`src/rtl/ipv4_fastpath.sv`:
```
module ipv4_fastpath #(
  parameter int TAG_W = 8,
  parameter int MTU   = 1500
) (
  input  logic             clk,
  input  logic             rst_n,
  input  logic             in_valid,
  output logic             in_ready,
  input  logic [159:0]     in_hdr,
  input  logic             in_route_hit,
  input  logic             in_local,
  input  logic [TAG_W-1:0] in_next_hop,
  output logic             out_valid,
  input  logic             out_ready,
  output logic [159:0]     out_hdr,
  output logic [TAG_W-1:0] out_tag,
  output logic [2:0]       out_exc
);
  localparam logic [15:0] MTU_L = 16'(MTU);

  function automatic logic [15:0] oc_add(input logic [15:0] a, input logic [15:0] b);
    logic [16:0] s;
    s = {1'b0, a} + {1'b0, b};
    return s[15:0] + {15'b0, s[16]};
  endfunction

  logic adv;
  assign adv      = !out_valid || out_ready;
  assign in_ready = adv;

  logic             s1_v, s1_hit, s1_loc;
  logic [159:0]     s1_hdr;
  logic [TAG_W-1:0] s1_tag;

  always_ff @(posedge clk) begin
    if (!rst_n) s1_v <= 1'b0;
    else if (adv) s1_v <= in_valid;
  end

  always_ff @(posedge clk) begin
    if (adv && in_valid) begin
      s1_hdr <= in_hdr;
      s1_hit <= in_route_hit;
      s1_loc <= in_local;
      s1_tag <= in_next_hop;
    end
  end

  logic [3:0]  f_ver, f_ihl;
  logic [15:0] f_len;
  logic [7:0]  f_ttl;
  logic        c_bad, c_opt, c_miss, c_mc, c_frag, c_exp;
  logic [2:0]  code;

  assign f_ver  = s1_hdr[159:156];
  assign f_ihl  = s1_hdr[155:152];
  assign f_len  = s1_hdr[143:128];
  assign f_ttl  = s1_hdr[95:88];
  assign c_bad  = (f_ver != 4'd4) || (f_ihl < 4'd5) || (f_len < {10'b0, f_ihl, 2'b00});
  assign c_opt  = f_ihl != 4'd5;
  assign c_miss = !s1_hit;
  assign c_mc   = s1_hdr[31:28] == 4'hE;
  assign c_frag = f_len > MTU_L;
  assign c_exp  = !s1_loc && (f_ttl <= 8'd1);

  always_comb begin
    if (c_bad)       code = 3'd1;
    else if (c_opt)  code = 3'd2;
    else if (c_miss) code = 3'd3;
    else if (c_mc)   code = 3'd4;
    else if (c_frag) code = 3'd5;
    else if (c_exp)  code = 3'd6;
    else             code = 3'd0;
  end

  logic             s2_v, s2_dec;
  logic [2:0]       s2_code;
  logic [159:0]     s2_hdr;
  logic [TAG_W-1:0] s2_tag;

  always_ff @(posedge clk) begin
    if (!rst_n) s2_v <= 1'b0;
    else if (adv) s2_v <= s1_v;
  end

  always_ff @(posedge clk) begin
    if (adv && s1_v) begin
      s2_hdr  <= s1_hdr;
      s2_code <= code;
      s2_dec  <= (code == 3'd0) && !s1_loc;
      s2_tag  <= (code == 3'd0) ? s1_tag : '0;
    end
  end

  logic [7:0]   ttl_n;
  logic [15:0]  w_old, w_new, ck_new;
  logic [159:0] hdr_fwd;

  assign ttl_n   = s2_hdr[95:88] - 8'd1;
  assign w_old   = s2_hdr[95:80];
  assign w_new   = {ttl_n, s2_hdr[87:80]};
  assign ck_new  = ~oc_add(oc_add(~s2_hdr[79:64], ~w_old), w_new);
  assign hdr_fwd = {s2_hdr[159:96], w_new, ck_new, s2_hdr[63:0]};

  always_ff @(posedge clk) begin
    if (!rst_n) out_valid <= 1'b0;
    else if (adv) out_valid <= s2_v;
  end

  always_ff @(posedge clk) begin
    if (adv && s2_v) begin
      out_hdr <= s2_dec ? hdr_fwd : s2_hdr;
      out_tag <= s2_tag;
      out_exc <= s2_code;
    end
  end
endmodule


```
`config.mk`:
```
export PLATFORM = sky130hd
export DESIGN_NAME = ipv4_fastpath
export DESIGN_NICKNAME = d
export VERILOG_FILES = /design/src/rtl/ipv4_fastpath.sv
export SDC_FILE = /design/constraint.sdc
export NUM_CORES = 1
export LEC_CHECK = 0
export ABC_AREA = 1
export BUFFER_PORTS_ARGS = -buffer_cell sky130_fd_sc_hd__buf_2
export CAP_MARGIN = 5
export CELL_PAD_IN_SITES_DETAIL_PLACEMENT = 1
export CELL_PAD_IN_SITES_GLOBAL_PLACEMENT = 1
export CORE_MARGIN = 3
export CORE_UTILIZATION = 49
export CTS_CLUSTER_SIZE = 30
export DETAILED_ROUTE_END_ITERATION = 12
export PLACE_DENSITY_LB_ADDON = 0.1
export SYNTH_ARGS = -nofsm -noshare
export SYNTH_HDL_FRONTEND = slang
export SYNTH_SLANG_ARGS = --single-unit
```
`constraint.sdc`:
```
create_clock -name clk -period 32.6 [get_ports clk]
set_input_delay 9.78 -clock clk [delete_from_list [all_inputs] [get_ports clk]]
set_output_delay 9.78 -clock clk [all_outputs]
set_load 0.05 [all_outputs]
```
==> key figures, run 1 <==
Floorplanning
  – Starting Density: 0.5010
  – Die Width: 202.9 um
  – FP Rows: 71
  – Die area: 0.04118 mm^2
  – Die height: 202.9 um
  – CORE AREA: 0.03793 mm^2
  – # IOs: 347

Min path
  – Worst Hold Endpoint: out_exc[0]$_DFFE_PP_
  – Worst Hold Launch: s2_code[0]$_DFFE_PP_
  – WHS Path Cells: 0
  – Min-Delay Path Class: register to register

Global route
  – GR Layer Usage met2: 0.3889
  – Busiest grt layer: met2
  – Met1 GRT Util: 0.2429
  – First-pass GRT wire length: 67660 um
  – Met3 Usage GRT: 0.08289
  – Grt ovf: 0
  – Largest net degree at the start of global routing: 172
  – Vias in the first global route: 11.79k
  – All-layer global routing usage: 0.2202
  – Antenna violations before repair: 14

Detailed routing
  – 1st-pass router iterations: 5
  – Drc violations: 0
  – DR vias/cell: 4.950
  – Post-DRT Antenna Nets: 0
  – Total Wirelength: 45190 um
  – Number of DRC markers in iteration 0: 462
  – WL per Instance: 20.77 um
  – Via count: 10.77k

Worst setup path
  – Reg2Reg Depth: 42
  – CP Class: input port to output pin
  – Cell repeated most along the worst path: buf_2
  – R2R Path End: out_hdr[78]$_DFFE_PP_
  – CP Launch Point: out_ready
  – Max FO, Critical Path: 4
  – Critical Path End Type: output pin
  – Slowest-stage cell, CP: nor2_1
  – R2r setup slk: 25480 ps
  – CP max stage delay: 340 ps
  – WP data required: 22820 ps
  – Crit path arrival time: 10660 ps
  – Cells along the critical path: buf_2 -> nor2_1 -> inv_1 -> buf_2
  – Startpoint types: input port
  – Worst r2r src: s2_hdr[80]$_DFFE_PP_

Finish
  – Sequential cell area: 0.01546 mm^2
  – Most common cell after layout, fill and taps aside: edfxtp_1
  – Share of cells above drive strength 1: 0.2633
  – Most frequent cells in the layout: 513 x edfxtp_1, 346 x buf_2, 236 x nand2_1
  – Fillers: 3692
  – Fin nets: 1841
  – Layout area overhead: 20.72%
  – Fin area: 0.02294 mm^2
  – Area taken by multi-input logic gates: 0.002938 mm^2
  – Post-Layout Cell Count: 2176

Clocking
  – CTS tree: done
  – H-tree depth: 2
  – Post-CTS Hold Buffers: 0
  – TritonCTS buffer count: 50
  – Clk slew on worst S/H paths: 60 ps
  – Post-cts resize count: 0
  – Clk sinks: 516
  – Root Buffer: clkbuf_16
  – Clock Latency Late Sink: 610 ps
  – Clk buf depth: 3
  – Post-CTS Setup Bufs: 0

STA
  – Fmax: 48.92 MHz
  – Final Hold Fails: 0
  – Final setup fails: 0
  – Min Clock Period, post-route: 20440 ps
  – Slew @ Worst Pin: 1096 ps
  – Fin Setup TNS: 0 ps
  – Crit share post-route: 0.6270
  – Final Max Slew Viols: 0
  – Worst Skew: 67.09 ps
  – Normalized max-slew margin: 0.2693
  – Final WS setup: 12160 ps
  – RSZ-0062 raised after global routing: false

Placement
  – Gpl congestion: 0.8479
  – Pre-CTS setup slack: 12210 ps
  – HPWL Detailed: 32600 um
  – DP Area: 0.02142 mm^2
  – Post-Place Cells: 2082
  – # port buffers: 346

Power and ir drop
  – VDD IR-drop max: 0.05646 mV
  – PD cells: 63.67 mW/mm^2
  – Overall power: 1.461 mW
  – Leakage power total: 9.219 nW

Synthesis
  – Synthesis warning total: 0
  – #FFs+latches synth: 516
  – Mapped cell area: 0.01900 mm^2
  – Average size of a mapped cell: 15.50 um^2
  – Mapped Nets: 1444
  – Post-Synthesis Cells: 1226
  – Post-synthesis sequential area ratio: 0.8137
  – Unique cell type count in the Yosys netlist: 38

Run
  – Max Cap Violations: 0

Status
  – Status: completed
==> sequential cells by signal, indices dropped and copies added, names as in the netlist <==
name       cells
s2_tag         8
s1_hdr       160
s1_hit         1
s2_dec         1
s1_loc         1
s2_code        3
s1_v           1
out_hdr      160
out_valid      1
s2_v           1
out_exc        3
s1_tag         8
s2_hdr       160
out_tag        8
==> final cells by class <==
type / count / area share
diodes: 5 / 0.0005454
clock buffers: 61 / 0.05634
clock inverters: 28 / 0.009653
inverters: 157 / 0.02612
multi-input cells: 548 / 0.1281
flip-flops and latches: 516 / 0.6741
well taps: 511 / 0.02787
repair buffers: 350 / 0.07733
==> synthesized netlist by cell type (all sizes together) <==
cell,instances,share of area
xnor2,3,0.0014
a211oi,1,0.00040
nor4,5,0.0016
nor2,77,0.016
o21a,1,0.00040
o21ai,25,0.0066
o31ai,1,0.00040
nand3,56,0.015
a21oi,31,0.0082
a31oi,5,0.0016
buf,1,0.00026
nand3b,2,0.00079
nand4,20,0.0066
a22oi,1,0.00040
clkbuf,4,0.00079
nor3,4,0.0016
fa,2,0.0021
dfxtp,3,0.0032
nand2,240,0.048
a2bb2oi,2,0.00092
ha,42,0.028
clkinv,1,0.00020
edfxtp,513,0.81
nor3b,2,0.00079
a21o,1,0.00040
and2,3,0.00099
o21bai,4,0.0016
inv,156,0.031
xor2,19,0.010
or2,1,0.00033
==> through the flow <==
stage               utilization  hold WS, ps
finish                   0.6048        412.9
global placement         0.5646        400.4
global route             0.6047        418.9
detailed placement       0.5646        405.2
CTS                      0.6045        412.7
floorplan                     -        400.3
==> worst max-delay path: cells and delay by family <==
kind / cells / cell delay (ps)
simple gates: 1 / 340
buf+inv: 3 / 530
==> routing by layer <==
metal	wire [um]	vias up
li1	-	5141
met4	1252	18
met2	23530	302
met5	116	-
met3	3874	84
met1	16420	5227
==> power by group <==
| part | internal (mW) | switching (mW) | leakage, nW |
|---|---|---|---|
| logic | 0.0417 | 0.107 | 3.60 |
| registers | 0.765 | 0.0101 | 4.88 |
| clock network | 0.299 | 0.238 | 0.743 |
| total | 1.11 | 0.355 | 9.22 |
==> how the worst max path moves through the flow <==
stage	endpoint	slack, ps
after floorplan	in_ready	12600
after global placement	in_ready	12300
after detailed placement	in_ready	12210
after CTS	in_ready	12160
after global routing	in_ready	12120
final	in_ready	12160
==> cells by family after synthesis <==
| logic type | Yosys count | share of synthesized area |
|---|---|---|
| buffers and inverters | 162 | 0.03206 |
| flip-flops | 516 | 0.8137 |
| adder cells (fa/ha/maj) | 44 | 0.02976 |
| AND/OR/NAND/NOR | 410 | 0.09184 |
| XOR/XNOR | 22 | 0.01172 |
| AO/OA/AOI/OAI | 72 | 0.02087 |
Note: power is estimated with default switching activity, not from simulation.
==> run 2, diff against run 1 <==
--- a/config.mk
+++ b/config.mk
@@ -5,13 +5,13 @@
 export SDC_FILE = /design/constraint.sdc
 export NUM_CORES = 1
 export LEC_CHECK = 0
-export ABC_AREA = 1
+export ABC_AREA = 0
 export BUFFER_PORTS_ARGS = -buffer_cell sky130_fd_sc_hd__buf_2
 export CAP_MARGIN = 5
 export CELL_PAD_IN_SITES_DETAIL_PLACEMENT = 1
 export CELL_PAD_IN_SITES_GLOBAL_PLACEMENT = 1
 export CORE_MARGIN = 3
-export CORE_UTILIZATION = 49
+export CORE_UTILIZATION = 42
 export CTS_CLUSTER_SIZE = 30
 export DETAILED_ROUTE_END_ITERATION = 12
 export PLACE_DENSITY_LB_ADDON = 0.1
==> constraint.sdc (replaced) <==
create_clock -name clk -period 17.5 [get_ports clk]
set_input_delay 5.25 -clock clk [delete_from_list [all_inputs] [get_ports clk]]
set_output_delay 5.25 -clock clk [all_outputs]
set_load 0.05 [all_outputs]
==> key figures, run 2 <==
Synthesis
  – Mapped cell area: 0.01847 mm^2
  – Post-synthesis async set-or-reset flop share: 0
  – Post-synthesis sequential area ratio: 0.8372
  – Synth area leaders: edfxtp_1 83%, ha_1 2.8%, xnor2_1 1.6%
  – Average size of a mapped cell: 19.34 um^2
  – Mapped Nets: 1173
  – Synth Area in XOR/XNOR: 0.02323
  – Adder-Cell Fraction of Synth Area: 0.03062
  – EDFF count, synth: 513
  – #FFs+latches synth: 516
  – Post-Synthesis Cells: 955
  – Post-synthesis compound-gate area fraction: 0.04450
  – Combinational family with the most area after synthesis: simple AND/OR/NAND/NOR gates
  – Synthesis warning total: 0
  – Yosys top cell by area: edfxtp_1
  – Commonest cells in the synthesized netlist: 513 x edfxtp_1, 53 x inv_1, 42 x ha_1, 34 x nor2_1, 34 x xnor2_1
  – Unique cell type count in the Yosys netlist: 59
  – Simple-gate portion of the synthesized area: 0.04721
  – Top_reg_cell synth: edfxtp_1
  – Top cell type's share of synthesized area: 0.8339
  – Multiplexer share of the synthesized area: 0.004674
  – Count leader, synth: edfxtp_1

STA
  – Final setup fails: 0
  – Worst Skew: 19.06 ps
  – Slew @ Worst Pin: 970.4 ps
  – RSZ-0062 raised after global routing: false
  – Crit share post-route: 0.6362
  – Final WS setup: 6366 ps
  – Normalized max-slew margin: 0.3531
  – Min Clock Period, post-route: 11130 ps
  – Fin Setup TNS: 0 ps
  – Fmax: 89.81 MHz
  – Final Hold Fails: 0
  – Final Max Slew Viols: 0

Run
  – Max Cap Violations: 0

Finish
  – Fillers: 4095
  – Layout area overhead: 22.68%
  – Most frequent cells in the layout: 513 x edfxtp_1, 346 x buf_2, 53 x inv_1, 53 x clkbuf_16, 42 x ha_1
  – Most common cell after layout, fill and taps aside: edfxtp_1
  – Biggest regs: out_hdr (160), s1_hdr (160), s2_hdr (160)
  – Fin nets: 1573
  – Core Util, Final: 0.5238
  – Share of cells above drive strength 1: 0.3226

Worst setup path
  – Cells along the critical path: buf_2 -> nand2b_1 -> buf_2
  – Worst r2r src: s2_hdr[80]$_DFFE_PP_
  – WP data required: 12250 ps
  – Crit path arrival time: 5880 ps
  – Slowest-stage cell, CP: buf_2
  – Startpoint types: input port
  – Critical Path End Type: output pin
  – CP Launch Point: out_ready
  – Max FO, Critical Path: 7
  – CP Class: input port to output pin
  – Cell repeated most along the worst path: buf_2
  – CP max stage delay: 320 ps

Placement
  – # port buffers: 346
  – Gpl congestion: 0.7886
  – HPWL Detailed: 29410 um
  – Pre-CTS setup slack: 6372 ps

Detailed routing
  – WL per Instance: 20.75 um
  – DR vias/cell: 4.798
  – Total Wirelength: 41220 um
  – Number of DRC markers in iteration 0: 414
  – Via count: 9529
  – Post-DRT Antenna Nets: 0
  – 1st-pass router iterations: 4
  – Drc violations: 0

Power and ir drop
  – PD cells: 123.8 mW/mm^2
  – Overall power: 2.806 mW
  – Leakage power total: 8.422 nW
  – VDD IR-drop max: 0.1028 mV

Clocking
  – Post-cts resize count: 0
  – Clock Latency Late Sink: 590 ps
  – Post-CTS Hold Buffers: 0
  – TritonCTS buffer count: 52
  – Root Buffer: clkbuf_16
  – Clk slew on worst S/H paths: 60 ps
  – H-tree depth: 2
  – Clk buf depth: 3
  – CTS tree: done
  – Post-CTS Setup Bufs: 0
  – Clk sinks: 516

Floorplanning
  – Die height: 215.7 um
  – # IOs: 347
  – Starting Density: 0.4270
  – CORE AREA: 0.04327 mm^2
  – Die Width: 215.7 um
  – Die area: 0.04654 mm^2
  – FP Rows: 76

Global route
  – Grt ovf: 0
  – Largest net degree at the start of global routing: 72
  – Antenna violations before repair: 15
  – First-pass GRT wire length: 60930 um
  – Vias in the first global route: 10.22k
  – All-layer global routing usage: 0.1750

Status
  – Status: completed

Min path
  – Min-Delay Path Class: register to register
  – Worst Hold Launch: s2_hdr[110]$_DFFE_PP_
[run 2: power by group]
group	internal [mW]	switching, mW	total, mW
registers	1.43	0.0172	1.45
clock network	0.632	0.459	1.09
logic	0.0889	0.179	0.267
total	2.15	0.655	2.81
[run 2: path summary, 6_finish.rpt]
path | endpoint | slack [ps] | depth (start not counted)
max | in_ready | 6370 | 3
min | out_hdr[110]$_DFFE_PP_ | 410 | 0
max reg2reg | out_hdr[78]$_DFFE_PP_ | 9970 | 34
min reg2reg | out_hdr[110]$_DFFE_PP_ | 410 | 0
[run 2: metal layers]
metal / GRT usage / up-vias / routed length (um)
met3: 0.07885 / 90 / 3887
li1: - / 4500 / -
met5: 0 / - / 145
met4: 0.05288 / 24 / 1024
met2: 0.3070 / 254 / 21130
met1: 0.1911 / 4661 / 15030
[run 2: logic make-up after synthesis]
group                    after synthesis
AND/OR/NAND/NOR                      161
adder cells (fa/ha/maj)               44
buffers and inverters                 60
XOR/XNOR                              49
AO/OA/AOI/OAI                        117
flip-flops                           516
multiplexers                           8
[run 2: cell type report]
| class | count | area (um^2) | share of cell area |
|---|---|---|---|
| clock inverters | 24 | 265.3 | 0.01170 |
| flip-flops and latches | 516 | 15460 | 0.6824 |
| well taps | 585 | 732.0 | 0.03230 |
| repair buffers | 353 | 1784 | 0.07873 |
| inverters | 53 | 198.9 | 0.008779 |
| multi-input cells | 379 | 2788 | 0.1230 |
| clock buffers | 73 | 1421 | 0.06272 |
| diodes | 3 | 7.507 | 0.0003313 |
[run 2: through the flow]
stage	cell area (um^2)	hold slack (ps)	cells
2_1_floorplan	18470	400.3	955
3_3_place_gp	20970	400.4	1886
3_5_place_dp	20970	405.1	1886
4_1_cts	22650	416.4	1983
5_1_grt	22650	420.9	1983
6_report	22660	413.0	1986
[run 2: critical path, delay by kind of cell]
family / cells / cell delay (ps)
buffers and inverters: 2 / 400
AND/OR/NAND/NOR: 1 / 240
==> run 3, diff against run 2 <==
--- a/config.mk
+++ b/config.mk
@@ -11,7 +11,7 @@
 export CELL_PAD_IN_SITES_DETAIL_PLACEMENT = 1
 export CELL_PAD_IN_SITES_GLOBAL_PLACEMENT = 1
 export CORE_MARGIN = 3
-export CORE_UTILIZATION = 42
+export CORE_UTILIZATION = 47
 export CTS_CLUSTER_SIZE = 30
 export DETAILED_ROUTE_END_ITERATION = 12
 export PLACE_DENSITY_LB_ADDON = 0.1
==> constraint.sdc (replaced) <==
create_clock -name clk -period 10.6 [get_ports clk]
set_input_delay 3.18 -clock clk [delete_from_list [all_inputs] [get_ports clk]]
set_output_delay 3.18 -clock clk [all_outputs]
set_load 0.05 [all_outputs]
==> key figures, run 3 (synthesis results as in run 2) <==
Status
  – Status: completed

Detailed routing
  – Met3 WL: 3996 um
  – WL met2: 21770 um
  – Met1 WL: 15070 um
  – Via count: 9606
  – Post-DRT Antenna Nets: 0
  – WL per Instance: 22.15 um
  – Drc violations: 0
  – Top Layer Used: met5
  – DR vias/cell: 5.027
  – Total Wirelength: 42330 um
  – Number of DRC markers in iteration 0: 440
  – 1st-pass router iterations: 4

Clocking
  – Post-cts resize count: 0
  – Clk sinks: 516
  – Root Buffer: clkbuf_16
  – Clk slew on worst S/H paths: 60 ps
  – CTS tree: done
  – Clk buf depth: 3
  – H-tree depth: 2
  – Post-CTS Setup Bufs: 0
  – TritonCTS buffer count: 51
  – Post-CTS Hold Buffers: 0
  – Clock Latency Late Sink: 590 ps

Global route
  – Grt ovf: 0
  – First-pass GRT wire length: 63430 um
  – Largest net degree at the start of global routing: 77
  – All-layer global routing usage: 0.2051
  – Antenna violations before repair: 14
  – Vias in the first global route: 10.60k

Floorplanning
  – FP Rows: 71
  – Die Width: 204.3 um
  – Die area: 0.04172 mm^2
  – Die height: 204.3 um
  – CORE AREA: 0.03820 mm^2
  – Starting Density: 0.4836
  – # IOs: 347

STA
  – RSZ-0062 raised after global routing: false
  – Fmax: 143.2 MHz
  – Final Hold Fails: 0
  – Final setup fails: 0
  – Normalized max-slew margin: 0.3025
  – Min Clock Period, post-route: 6984 ps
  – Crit share post-route: 0.6589
  – WHS: 413.6 ps
  – Worst Skew: 12.43 ps
  – Slew @ Worst Pin: 1046 ps
  – Fin Setup TNS: 0 ps
  – Final Max Slew Viols: 0

Worst setup path
  – Critical Path End Type: output pin
  – Max FO, Critical Path: 7
  – CP top delay family: buffers and inverters
  – Cells along the critical path: buf_2 -> nand2b_1 -> buf_2
  – Worst r2r src: s2_hdr[80]$_DFFE_PP_
  – Slowest-stage cell, CP: buf_2
  – Cell repeated most along the worst path: buf_2
  – Reg2Reg Depth: 33
  – Startpoint types: input port
  – CP Buf/Inv Count: 2
  – CP Class: input port to output pin
  – R2R Path End: out_hdr[75]$_DFFE_PP_
  – WP data required: 7420 ps
  – CP max stage delay: 320 ps
  – R2r setup slk: 3630 ps
  – Crit path arrival time: 3800 ps

Placement
  – Gpl congestion: 0.7936
  – # port buffers: 346
  – DP Area: 0.02087 mm^2
  – HPWL Detailed: 31020 um

Finish
  – Fin nets: 1572
  – Most frequent cells in the layout: 513 x edfxtp_1, 346 x buf_2, 53 x inv_1
  – Fin area: 0.02250 mm^2
  – Biggest regs: out_hdr (160), s1_hdr (160), s2_hdr (160)
  – Most common cell after layout, fill and taps aside: edfxtp_1
  – Share of cells above drive strength 1: 0.3223
  – Layout area overhead: 21.79%

Min path
  – Min-Delay Path Class: register to register
  – Worst Hold Endpoint: s2_hdr[145]$_DFFE_PP_
  – Worst Hold Launch: s1_hdr[145]$_DFFE_PP_
  – WHS Path Cells: 0

Run
  – Max Cap Violations: 0

Power and ir drop
  – VDD IR-drop max: 0.1399 mV
  – Leakage power total: 8.404 nW
  – PD cells: 202.6 mW/mm^2
## run 3: stage by stage
stage	total power, mW	utilization	setup slack (ps)	std cells
2_1_floorplan	2.754	-	2330	955
3_3_place_gp	2.872	0.5463	3660	1812
3_5_place_dp	2.890	0.5463	3565	1812
4_1_cts	4.615	0.5887	3538	1907
5_1_grt	4.742	0.5888	2939	1908
6_report	4.557	0.5890	3616	1911
## run 3: area by class of cell
class | instances | area, um^2
Clock buffer | 64 | 1406
Antenna cell | 4 | 10.01
Fill cell | 3548 | 15700
Inverter | 53 | 198.9
Timing Repair Buffer | 353 | 1784
Tap cell | 511 | 639.4
Clock inverter | 31 | 211.5
Multi-Input combinational cell | 379 | 2783
Sequential cell | 516 | 15460
## run 3: worst max-delay path by stage
stage / cells after the start / slack, ps / to / start
6_report: 3 / 3620 / in_ready / out_ready
5_1_grt: 33 / 2940 / out_hdr[75]$_DFFE_PP_ / s2_hdr[80]$_DFFE_PP_
2_1_floorplan: 2 / 2330 / s2_code[0]$_DFFE_PP_ / out_ready
3_5_place_dp: 33 / 3570 / out_hdr[75]$_DFFE_PP_ / s2_hdr[80]$_DFFE_PP_
3_3_place_gp: 3 / 3660 / in_ready / out_ready
4_1_cts: 33 / 3540 / out_hdr[75]$_DFFE_PP_ / s2_hdr[80]$_DFFE_PP_
## run 3: power breakdown
part	switching, mW	internal (mW)	total (mW)	leakage, nW
Clock	0.747	0.968	1.71	0.798
Sequential	0.0311	2.36	2.39	4.85
Combinational	0.301	0.148	0.449	2.76
## run 3: per-layer routing
metal | up-vias | GRT usage
met4 | 22 | 0.07766
met3 | 100 | 0.08823
li1 | 4502 | -
met2 | 287 | 0.3591
met5 | - | 0
met1 | 4695 | 0.2205
